[src/rtl/hb_pkg.sv]
package hb_pkg;
    typedef enum logic [1:0] {CMD_Z, CMD_LO, CMD_HI} leg_cmd_t;
    typedef enum logic [1:0] {LEG_OFF, LEG_DEAD, LEG_HI, LEG_LO} leg_state_t;
    typedef enum logic [1:0] {WK_ASLEEP, WK_WAKING, WK_AWAKE} wake_state_t;
    typedef enum logic [1:0] {OC_CLEAR, OC_FILTER, OC_LOCKOUT} oc_state_t;
    localparam int NUM_LEGS = 2;
    localparam int NUM_FAULTS = 3;
endpackage

[src/rtl/hb_decode.sv]
module hb_decode
    import hb_pkg::*;
(
    input  logic mode_pe,
    input  logic ctl_a,
    input  logic ctl_b,
    output leg_cmd_t [NUM_LEGS-1:0] cmd
);
    always_comb begin
        cmd = {CMD_Z, CMD_Z};
        if (!mode_pe) begin
            unique case ({ctl_a, ctl_b})
                2'b00: cmd = {CMD_Z,  CMD_Z};
                2'b01: cmd = {CMD_HI, CMD_LO};
                2'b10: cmd = {CMD_LO, CMD_HI};
                2'b11: cmd = {CMD_LO, CMD_LO};
            endcase
        end else begin
            if (!ctl_b)     cmd = {CMD_LO, CMD_LO};
            else if (!ctl_a) cmd = {CMD_LO, CMD_HI};
            else             cmd = {CMD_HI, CMD_LO};
        end
    end
endmodule

[src/rtl/hb_leg.sv]
module hb_leg
    import hb_pkg::*;
#(
    parameter int DEAD_CYC = 3
) (
    input  logic     clk,
    input  logic     rst_n,
    input  leg_cmd_t tgt,
    output logic     hs,
    output logic     ls
);
    localparam int DCW = $clog2(DEAD_CYC + 1);
    localparam logic [DCW-1:0] DEAD_LAST = DCW'(DEAD_CYC - 1);

    leg_state_t state, nxt;
    logic [DCW-1:0] cnt;

    always_ff @(posedge clk or negedge rst_n) begin
        if (!rst_n) begin
            state <= LEG_OFF;
            cnt   <= '0;
        end else begin
            state <= nxt;
            if (nxt == LEG_DEAD && state != LEG_DEAD) cnt <= '0;
            else if (state == LEG_DEAD)                cnt <= cnt + 1'b1;
        end
    end

    always_comb begin
        nxt = state;
        unique case (state)
            LEG_OFF:  if (tgt != CMD_Z) nxt = LEG_DEAD;
            LEG_DEAD: begin
                if (tgt == CMD_Z)          nxt = LEG_OFF;
                else if (cnt == DEAD_LAST) nxt = (tgt == CMD_HI) ? LEG_HI : LEG_LO;
            end
            LEG_HI:   if (tgt != CMD_HI) nxt = (tgt == CMD_Z) ? LEG_OFF : LEG_DEAD;
            LEG_LO:   if (tgt != CMD_LO) nxt = (tgt == CMD_Z) ? LEG_OFF : LEG_DEAD;
            default:  nxt = LEG_OFF;
        endcase
    end

    always_comb begin
        hs = (state == LEG_HI);
        ls = (state == LEG_LO);
    end

    // never both switches of a leg
    p_exclusive_r3: assert property (@(posedge clk) disable iff (!rst_n) !(hs && ls));
    // a driven level is only entered from the dead state
    p_gap_hi_r3: assert property (@(posedge clk) disable iff (!rst_n)
        $rose(hs) |-> $past(state) == LEG_DEAD);
    p_gap_lo_r3: assert property (@(posedge clk) disable iff (!rst_n)
        $rose(ls) |-> $past(state) == LEG_DEAD);
endmodule

[src/rtl/hb_wake.sv]
module hb_wake
    import hb_pkg::*;
#(
    parameter int WAKE_CYC = 7500
) (
    input  logic clk,
    input  logic rst_n,
    input  logic sleep_n,
    output logic awake
);
    localparam int WCW = $clog2(WAKE_CYC + 1);
    localparam logic [WCW-1:0] WAKE_LAST = WCW'(WAKE_CYC - 1);

    wake_state_t state, nxt;
    logic [WCW-1:0] cnt;

    always_ff @(posedge clk or negedge rst_n) begin
        if (!rst_n) begin
            state <= WK_ASLEEP;
            cnt   <= '0;
        end else begin
            state <= nxt;
            if (nxt == WK_WAKING && state != WK_WAKING) cnt <= '0;
            else if (state == WK_WAKING)                 cnt <= cnt + 1'b1;
        end
    end

    always_comb begin
        nxt = state;
        unique case (state)
            WK_ASLEEP: if (sleep_n) nxt = WK_WAKING;
            WK_WAKING: begin
                if (!sleep_n)              nxt = WK_ASLEEP;
                else if (cnt == WAKE_LAST) nxt = WK_AWAKE;
            end
            WK_AWAKE:  if (!sleep_n) nxt = WK_ASLEEP;
            default:   nxt = WK_ASLEEP;
        endcase
    end

    always_comb awake = (state == WK_AWAKE);

    // a low sleep sample always returns to asleep
    p_sleep_r4: assert property (@(posedge clk) disable iff (!rst_n)
        !sleep_n |=> state == WK_ASLEEP);
    // awake only after the wake countdown
    p_wake_r5: assert property (@(posedge clk) disable iff (!rst_n)
        $rose(awake) |-> $past(state) == WK_WAKING && $past(sleep_n));
endmodule

[src/rtl/hb_fault.sv]
module hb_fault
    import hb_pkg::*;
#(
    parameter int DEG_CYC   = 250,
    parameter int RETRY_CYC = 250000
) (
    input  logic clk,
    input  logic rst_n,
    input  logic oc_flag,
    input  logic uv_flag,
    input  logic ot_flag,
    output logic oc_lock,
    output logic [NUM_FAULTS-1:0] stat
);
    localparam int GCW = $clog2(DEG_CYC + 1);
    localparam int RCW = $clog2(RETRY_CYC + 1);
    localparam logic [GCW-1:0] DEG_LAST   = GCW'(DEG_CYC - 1);
    localparam logic [RCW-1:0] RETRY_LAST = RCW'(RETRY_CYC - 1);

    oc_state_t state, nxt;
    logic [GCW-1:0] gcnt;
    logic [RCW-1:0] rcnt;
    logic uv_q, ot_q;

    always_ff @(posedge clk or negedge rst_n) begin
        if (!rst_n) begin
            state <= OC_CLEAR;
            gcnt  <= '0;
            rcnt  <= '0;
            uv_q  <= 1'b0;
            ot_q  <= 1'b0;
        end else begin
            state <= nxt;
            uv_q  <= uv_flag;
            ot_q  <= ot_flag;
            if (nxt == OC_FILTER && state != OC_FILTER) gcnt <= '0;
            else if (state == OC_FILTER)                gcnt <= gcnt + 1'b1;
            if (nxt == OC_LOCKOUT && state != OC_LOCKOUT) rcnt <= '0;
            else if (state == OC_LOCKOUT)                 rcnt <= rcnt + 1'b1;
        end
    end

    always_comb begin
        nxt = state;
        unique case (state)
            OC_CLEAR:   if (oc_flag) nxt = OC_FILTER;
            OC_FILTER: begin
                if (!oc_flag)             nxt = OC_CLEAR;
                else if (gcnt == DEG_LAST) nxt = OC_LOCKOUT;
            end
            OC_LOCKOUT: if (rcnt == RETRY_LAST) nxt = OC_CLEAR;
            default:    nxt = OC_CLEAR;
        endcase
    end

    always_comb begin
        oc_lock = (state == OC_LOCKOUT);
        stat    = {ot_q, uv_q, oc_lock};
    end

    // a lockout starts only while the flag is still high
    p_confirm_r7: assert property (@(posedge clk) disable iff (!rst_n)
        $rose(oc_lock) |-> $past(oc_flag) && $past(state) == OC_FILTER);
    // a low sample in the filter abandons it
    p_glitch_r6: assert property (@(posedge clk) disable iff (!rst_n)
        (state == OC_FILTER && !oc_flag) |=> state == OC_CLEAR);
    // lockout always ends in clear
    p_retry_r8: assert property (@(posedge clk) disable iff (!rst_n)
        $fell(oc_lock) |-> state == OC_CLEAR);
    // status follows the level flags
    p_uv_stat_r9: assert property (@(posedge clk) disable iff (!rst_n)
        uv_flag |=> stat[1]);
    p_ot_stat_r10: assert property (@(posedge clk) disable iff (!rst_n)
        ot_flag |=> stat[2]);
endmodule

[src/rtl/hbridge_ctrl.sv]
module hbridge_ctrl
    import hb_pkg::*;
#(
    parameter int DEAD_CYC  = 3,
    parameter int WAKE_CYC  = 7500,
    parameter int DEG_CYC   = 250,
    parameter int RETRY_CYC = 250000
) (
    input  logic       clk,
    input  logic       rst_n,
    input  logic       mode_pe,
    input  logic       ctl_a,
    input  logic       ctl_b,
    input  logic       sleep_n,
    input  logic       oc_flag,
    input  logic       uv_flag,
    input  logic       ot_flag,
    output logic [1:0] hs_en,
    output logic [1:0] ls_en,
    output logic [2:0] fault_stat
);
    leg_cmd_t [NUM_LEGS-1:0] dec_cmd;
    leg_cmd_t [NUM_LEGS-1:0] tgt;
    logic awake, oc_lock, allow;

    hb_decode u_dec (
        .mode_pe (mode_pe),
        .ctl_a   (ctl_a),
        .ctl_b   (ctl_b),
        .cmd     (dec_cmd)
    );

    hb_wake #(.WAKE_CYC(WAKE_CYC)) u_wake (
        .clk     (clk),
        .rst_n   (rst_n),
        .sleep_n (sleep_n),
        .awake   (awake)
    );

    hb_fault #(.DEG_CYC(DEG_CYC), .RETRY_CYC(RETRY_CYC)) u_fault (
        .clk     (clk),
        .rst_n   (rst_n),
        .oc_flag (oc_flag),
        .uv_flag (uv_flag),
        .ot_flag (ot_flag),
        .oc_lock (oc_lock),
        .stat    (fault_stat)
    );

    always_comb begin
        allow = awake && sleep_n && !uv_flag && !ot_flag && !oc_lock;
        for (int i = 0; i < NUM_LEGS; i++)
            tgt[i] = allow ? dec_cmd[i] : CMD_Z;
    end

    for (genvar g = 0; g < NUM_LEGS; g++) begin : g_leg
        hb_leg #(.DEAD_CYC(DEAD_CYC)) u_leg (
            .clk   (clk),
            .rst_n (rst_n),
            .tgt   (tgt[g]),
            .hs    (hs_en[g]),
            .ls    (ls_en[g])
        );
    end

    // sleep removes every gate one edge later
    p_sleep_off_r4: assert property (@(posedge clk) disable iff (!rst_n)
        !sleep_n |=> (hs_en == 2'b00 && ls_en == 2'b00));
    // a confirmed overcurrent removes every gate one edge later
    p_oc_off_r7: assert property (@(posedge clk) disable iff (!rst_n)
        fault_stat[0] |=> (hs_en == 2'b00 && ls_en == 2'b00));
    // undervoltage removes every gate one edge later
    p_uv_off_r9: assert property (@(posedge clk) disable iff (!rst_n)
        uv_flag |=> (hs_en == 2'b00 && ls_en == 2'b00));
    // over-temperature removes every gate one edge later
    p_ot_off_r10: assert property (@(posedge clk) disable iff (!rst_n)
        ot_flag |=> (hs_en == 2'b00 && ls_en == 2'b00));
endmodule

[config.mk]
export PLATFORM = sky130hd
export DESIGN_NAME = hbridge_ctrl
export DESIGN_NICKNAME = d
export VERILOG_FILES = /design/src/rtl/hb_pkg.sv /design/src/rtl/hb_decode.sv /design/src/rtl/hb_leg.sv /design/src/rtl/hb_wake.sv /design/src/rtl/hb_fault.sv /design/src/rtl/hbridge_ctrl.sv
export SDC_FILE = /design/constraint.sdc
export NUM_CORES = 1
export LEC_CHECK = 0
export BUFFER_PORTS_ARGS = -buffer_cell sky130_fd_sc_hd__buf_2
export CORE_ASPECT_RATIO = 0.5
export CORE_MARGIN = 2
export CORE_UTILIZATION = 25
export CTS_CLUSTER_SIZE = 40
export DETAILED_ROUTE_END_ITERATION = 7
export MAX_ROUTING_LAYER = met4
export RECOVER_POWER = 100
export SLEW_MARGIN = 10
export SYNTH_ARGS = -nofsm -noshare
export SYNTH_HDL_FRONTEND = slang
export SYNTH_SLANG_ARGS = --single-unit
export TNS_END_PERCENT = 20
[constraint.sdc]
create_clock -name clk -period 2.5 [get_ports clk]
set_input_delay 0.5 -clock clk [delete_from_list [all_inputs] [get_ports clk]]
set_output_delay 0.5 -clock clk [all_outputs]
set_load 0.02 [all_outputs]
Yosys cells after proc, flatten, opt, wreduce, memory -nomap -nowiden
Index checks and enable logic that the tools add are counted.
{"block": "classes", "addsub": 5, "eq_ne": 34, "n_mux": 42, "reduce_logical": 26}
{"cell": "2-bit 2-to-1 mux", "n": 24}
{"cell": "18-bit 2-to-1 mux", "n": 2}
{"cell": "2-bit == test (second input constant)", "n": 13}
{"cell": "13-bit 2-to-1 mux", "n": 2}
{"cell": "18-bit by 1-bit adder with 18-bit output (second input constant)", "n": 1}
{"cell": "18-bit == test (second input constant)", "n": 1}
{"cell": "2-bit by 1-bit == test with 1-bit output (second input constant)", "n": 9}
{"cell": "8-bit 2-to-1 mux", "n": 2}
{"cell": "2-bit one-hot mux with 4 select lines", "n": 2}
{"cell": "4-bit one-hot mux with 4 select lines", "n": 1}
{"cell": "2-bit logical NOT", "n": 7}
{"cell": "2-bit nonzero test", "n": 7}
{"cell": "13-bit by 1-bit adder with 13-bit output (second input constant)", "n": 1}
{"cell": "13-bit == test (second input constant)", "n": 1}
{"cell": "4-bit 2-to-1 mux", "n": 3}
{"cell": "2-bit by 1-bit != test with 1-bit output (second input constant)", "n": 6}
{"cell": "2-bit one-hot mux with 3 select lines", "n": 2}
{"cell": "1-bit logical AND", "n": 9}
{"cell": "8-bit by 1-bit adder with 8-bit output (second input constant)", "n": 1}
{"cell": "8-bit == test (second input constant)", "n": 1}
{"cell": "2-bit != test (second input constant)", "n": 3}
{"cell": "2-bit by 1-bit adder with 2-bit output (second input constant)", "n": 2}
{"cell": "1-bit 2-to-1 mux", "n": 4}
{"cell": "1-bit logical NOT", "n": 3}
{"block": "word_totals", "reg_bits": 53, "out_inout_bits": 7, "word_cells": 118}

Depth between registers and ports, before layout
{"block": "logic_depth", "ltp_word": 14, "depth_mapped": 7, "mapped_depth_nobuf": 6}

By module
A second synthesis with hierarchy kept.
{"block": "hier_totals", "hier_cells": 283, "hier_area_um2": 2920.3}
{"mod": "hb_fault", "n_inst": 1, "cells_per_inst": 143, "area_per_inst_um2": 1498.9, "seq_area_each_um2": 750.7}
{"mod": "hb_wake", "n_inst": 1, "cells_per_inst": 76, "area_per_inst_um2": 815.8, "seq_area_each_um2": 375.4}
{"mod": "hb_leg (g_leg[0].u_leg)", "n_inst": 1, "cells_per_inst": 25, "area_per_inst_um2": 257.7, "seq_area_each_um2": 100.1}
{"mod": "hb_leg (g_leg[1].u_leg)", "n_inst": 1, "cells_per_inst": 26, "area_per_inst_um2": 239.0, "seq_area_each_um2": 100.1}
{"mod": "hbridge_ctrl", "n_inst": 1, "cells_per_inst": 5, "area_per_inst_um2": 57.6, "seq_area_each_um2": 0.0}
{"mod": "hb_decode", "n_inst": 1, "cells_per_inst": 8, "area_per_inst_um2": 51.3, "seq_area_each_um2": 0.0}

Worst setup path after synthesis
Ideal clock, no wire load.
{"block": "synth_path", "path_kind": "flip-flop to flip-flop", "startpoint": "register u_fault.state[1]", "endpoint": "register g_leg[0].u_leg.cnt[0]", "setup_ps": 126, "arrival_time_ps": 1655, "required_ps": 2374, "path_slack_ps": 719, "stages_incl_launch_ff": 6, "cell_sequence": "dfrtp_1 -> nor2b_1 -> buf_6 -> or4_4 -> a211o_1 -> a311o_1"}
{"block": "synth_between", "elab_chain_cells": 12}
{"element": "from (decl)", "line_no": "hb_fault.sv:20", "source": "oc_state_t state, nxt;"}
{"element": "from (signal assigned)", "line_no": "hb_fault.sv:33", "source": "state <= nxt;"}
{"element": "2-bit == test (*)", "line_no": "hb_fault.sv:57", "source": "oc_lock = (state == OC_LOCKOUT);"}
{"element": "named net oc_lock", "line_no": "hbridge_ctrl.sv:24", "source": "logic awake, oc_lock, allow;"}
{"element": "1-bit logical NOT (*)", "line_no": "hbridge_ctrl.sv:51", "source": "allow = awake && sleep_n && !uv_flag && !ot_flag && !oc_lock;"}
{"element": "1-bit logical AND (*)", "line_no": "hbridge_ctrl.sv:51"}
{"element": "2-bit 2-to-1 mux (*)", "line_no": "hbridge_ctrl.sv:53", "source": "tgt[i] = allow ? dec_cmd[i] : CMD_Z;"}
{"element": "2-bit == test", "line_no": "hb_leg.sv:35", "source": "else if (cnt == DEAD_LAST) nxt = (tgt == CMD_HI) ? LEG_HI : LEG_LO;"}
{"element": "1-bit 2-to-1 mux", "line_no": "hb_leg.sv:35"}
{"element": "2-bit 2-to-1 mux", "line_no": "hb_leg.sv:35"}
{"element": "2-bit 2-to-1 mux", "line_no": "hb_leg.sv:34", "source": "if (tgt == CMD_Z) nxt = LEG_OFF;"}
{"element": "2-bit one-hot mux with 4 select lines (*)", "line_no": "hb_leg.sv:31", "source": "unique case (state)"}
{"element": "2-bit by 1-bit == test with 1-bit output (*)", "line_no": "hb_leg.sv:24", "source": "if (nxt == LEG_DEAD && state != LEG_DEAD) cnt <= '0;"}
{"element": "1-bit logical AND (*)", "line_no": "hb_leg.sv:24"}
{"element": "2-bit 2-to-1 mux or 2-bit nonzero test (tied branches)"}
{"element": "to (signal assigned)", "line_no": "hb_leg.sv:25", "source": "else if (state == LEG_DEAD) cnt <= cnt + 1'b1;"}
{"element": "to (decl)", "line_no": "hb_leg.sv:16", "source": "logic [DCW-1:0] cnt;"}
The timed path passes the listed nets; every way through them passes the cells marked *.
A chain may end at the register's enable or synchronous reset.

Final worst setup path
{"block": "layout_path", "startpoint": "register u_fault.state[1]", "endpoint": "output port fault_stat[0]"}
{"block": "layout_between", "elab_chain_cells": 1}
{"element": "2-bit == test", "line_no": "hb_fault.sv:57"}
{"element": "to (decl)", "line_no": "hbridge_ctrl.sv:20", "source": "output logic [2:0] fault_stat"}
No other way between the ends.

==> results by group <==
Yosys
  – Synth Warn #: 0
  – Largest family of logic cells by synthesized area: simple AND/OR/NAND/NOR gates
  – Synth cell types: 52
  – Synth Area in Compound Gates: 0.162
  – Area share of and/or/nand/nor cells after synthesis: 0.258
  – Ys async rst share: 1.00
  – Mux contribution to synthesized area: 0.0322
  – Syn Inst Count: 304
  – Sequential area share after synthesis: 0.455
  – Yosys reg bits: 53
  – Mean Syn Cell Area: 9.58 um2
  – Synth Area in Adders: 0.0258
  – Area share of the largest cell type after synthesis: 0.455
  – Cell taking the most area after synthesis: dfrtp_1
  – Number of flops mapped to enable cells by yosys: 0
  – Ys flop type: dfrtp_1
  – XOR/XNOR Fraction of Synth Area: 0.0210
  – Area of the mapped netlist: a little under 0.003 mm2
  – Synthesized Nets: around 320
  – Top post-synthesis cells by area: dfrtp_1 (46%), nand3_1 (4.3%), nand2_1 (3.6%), o21ai_0 (3.3%), ha_1 (2.6%)

Setup path
  – Startpoint types: register
  – Setup Crit Path Kind: reg2out
  – CP max FO: 11
  – CP Data Arrival Time: 1.60 ns
  – WP data required: approximately 2.0 ns
  – CP endpoint kind: output port

Placement
  – RePlAce Congestion: 0.831
  – Dpl cell area: 0.00311 mm2
  – Hpwl dp: about 4000 um
  – PortBufs: 15

CTS
  – Later-pin clock latency in the skew report: around 0.29 ns
  – Setup repair bufs after CTS: 0
  – CTS Sinks: 53
  – Longest Clk Path Bufs: 2
  – CTS hold repair buffers: 0
  – CTS HTree Levels: 2
  – Post-CTS Resized: 0
  – CTS tree: done
  – CTS Buf Count: 5
  – Clock transition at the registers of the reported paths: approximately 0.07 ns
  – Clock root buffer: clkbuf_16

Drt
  – Detail Route Antenna Nets: 0
  – Routed len/inst: 11.7 um
  – Via count: between 2000 and 2500
  – DRC Markers: 0
  – Drt initial violations: approximately 150
  – Drt total wl: about 5500 um
  – Routed vias/inst: 4.74
  – Drt first pass iters: 4

Worst hold path
  – Worst min path class: in2reg

Floorplanning
  – Die height: 80.3 um
  – Die Span X: 157 um
  – Core box area: 0.0112 mm2
  – Initial cell density of the core: 0.260
  – # rows: 27
  – Die ar.: 0.0126 mm2
  – IO Pins: 16

Power and ir drop
  – Overall Power: ~2.0 mW
  – VDD IR max: between 0.0002 and 0.0003 V
  – Leak: 1.40 nW
  – Pwr per Cell Area: 609 mW/mm2

Global route
  – Vias in the first global route: roughly 2100
  – Largest net degree at the start of global routing: between 50 and 60
  – GR Overflow Total: 0
  – Global-route wire length before repair: 9920 um
  – Initial antenna violation count: 0
  – GRT Total Usage: 0.0989

STA
  – Slew margin rel.: 0.143
  – Clock skew: 0.00563 ns
  – RSZ-0062 raised after global routing: false
  – Fin crit share: 0.841
  – Tmin final: approximately 2.1 ns
  – Final hold vios: 0
  – Worst Tran Pin Value: 1.29 ns
  – Setup TNS: 0 ns
  – Fmax: 0.476 GHz
  – Final setup vio count: 0
  – Slew Viols, Final: 0

Finish
  – Nets: 326
  – Filler instances: 1193
  – Layout cell share with drive strength beyond 1: 0.0673
  – Area grow syn2layout: 11.9%
  – Final core utilization: 0.291
  – Register area: 0.00133 mm2
  – Area of the multi-input gates: around 0.0014 mm2
  – ANT cells: 0
  – Final cell area excluding filler cells: 0.00326 mm2

Run
  – Max-cap violations: 0

Run status
  – Status: finished clean
[through the flow]
stage               setup WS, ns  cells  hold slack, ns
CTS                        0.572    471           0.336
global route               0.267    471           0.341
detailed placement         0.595    463           0.469
floorplan                  0.719    304           0.204
finish                     0.398    471           0.345
global placement           0.619    463           0.464
[cells in the mapped netlist (all sizes together), types with 2 or more instances]
cell type  number
clkbuf          9
nand4          10
nand3b          2
nor2b           7
and2            4
nor3            4
o211ai          9
nand4b          2
and3b           4
a22o            6
or3             2
nor2           13
a21o            4
or4             3
o31ai           8
a211oi          3
xnor2           4
a21oi           6
and4            4
o21bai          2
and3            6
nand3          25
ha              6
inv             7
nand2          28
or2             2
mux2            3
mux2i           6
o21ai          19
nand2b          9
buf            10
dfrtp          53
xor2            3
nor4            7
[logic make-up after synthesis]
group	after synthesis
and+or+nand+nor	134
AOI/OAI and AO/OA	69
DFF	53
buffers and inverters	26
muxes	9
xor gates and xnor gates	7
adders and majority gates	6
[path summary, 6_finish.rpt]
path | start | end | slack, ns | cells past startpoint
min in group asynchronous | rst_n | u_wake.cnt[12] | 0.57 | 2
worst max register to register | u_fault.state[1] | g_leg[0].u_leg.cnt[0] | 0.53 | 4
worst max-delay path | u_fault.state[1] | fault_stat[0] | 0.40 | 3
worst min register to register | u_fault.rcnt[17] | u_fault.rcnt[17] | 0.48 | 1
max in group asynchronous | rst_n | u_fault.gcnt[6] | 1.16 | 2
worst min-delay path | uv_flag | u_fault.uv_q | 0.34 | 1
[flip-flops by register name, summed over array words and instances (netlist names)]
name and cells:
u_fault.rcnt 18, u_fault.uv_q 1, g_leg.u_leg.state 4, u_fault.ot_q 1
u_fault.state 2, u_wake.cnt 13, g_leg.u_leg.cnt 4, u_fault.gcnt 8
u_wake.state 2
[report_power, final]
group / switching (mW) / internal, mW / total, mW
combinational: 0.103 / 0.0840 / 0.187
clock: 0.306 / 0.500 / 0.806
sequential: 0.0759 / 0.917 / 0.993
total: 0.484 / 1.50 / 1.99
[routing by layer]
layer	track usage	vias up	share of wire
met2	0.151	19	0.43
met4	0.0330	0	0.0092
met1	0.132	1070	0.54
met5	-	-	0
met3	0.0200	4	0.020
li1	-	1139	-
[worst max-delay path, stage by stage (launching register included)]
cell	delay, ns
dfrtp_1	0.51
nor2b_1	0.24
clkbuf_1	0.30
clkbuf_1	0.27
[cell usage in the layout, fill, tap and decap left out, types with 3 or more instances in the layout]
master | synthesis | layout
dfrtp_1 | 53 | 53
nand2_1 | 28 | 28
nand3_1 | 25 | 25
o21ai_0 | 19 | 19
nor2_1 | 13 | 13
clkbuf_1 | 9 | 11
nand4_1 | 10 | 10
nand2b_1 | 9 | 9
o211ai_1 | 9 | 9
o31ai_1 | 8 | 8
nor2b_1 | 7 | 7
inv_1 | 7 | 7
nor4_1 | 7 | 7
buf_2 | 2 | 7
a21oi_1 | 6 | 6
and3_1 | 6 | 6
mux2i_1 | 6 | 6
a22o_1 | 6 | 6
ha_1 | 6 | 6
clkbuf_16 | 0 | 5
xnor2_1 | 4 | 4
a21o_1 | 4 | 4
and3b_1 | 4 | 4
and4_1 | 4 | 4
nor3_1 | 4 | 4
a211oi_1 | 3 | 3
or4_1 | 2 | 3
xor2_1 | 3 | 3
mux2_2 | 3 | 3
[layout make-up]
type,count,share of cell area
repair buffers,19,0.0250
clock buffers,6,0.0426
inverters,7,0.00806
flip-flops and latches,53,0.407
clock inverters,2,0.0115
well taps,159,0.0611
multi-input cells,225,0.445
Note: power is estimated with default switching activity, not from simulation.
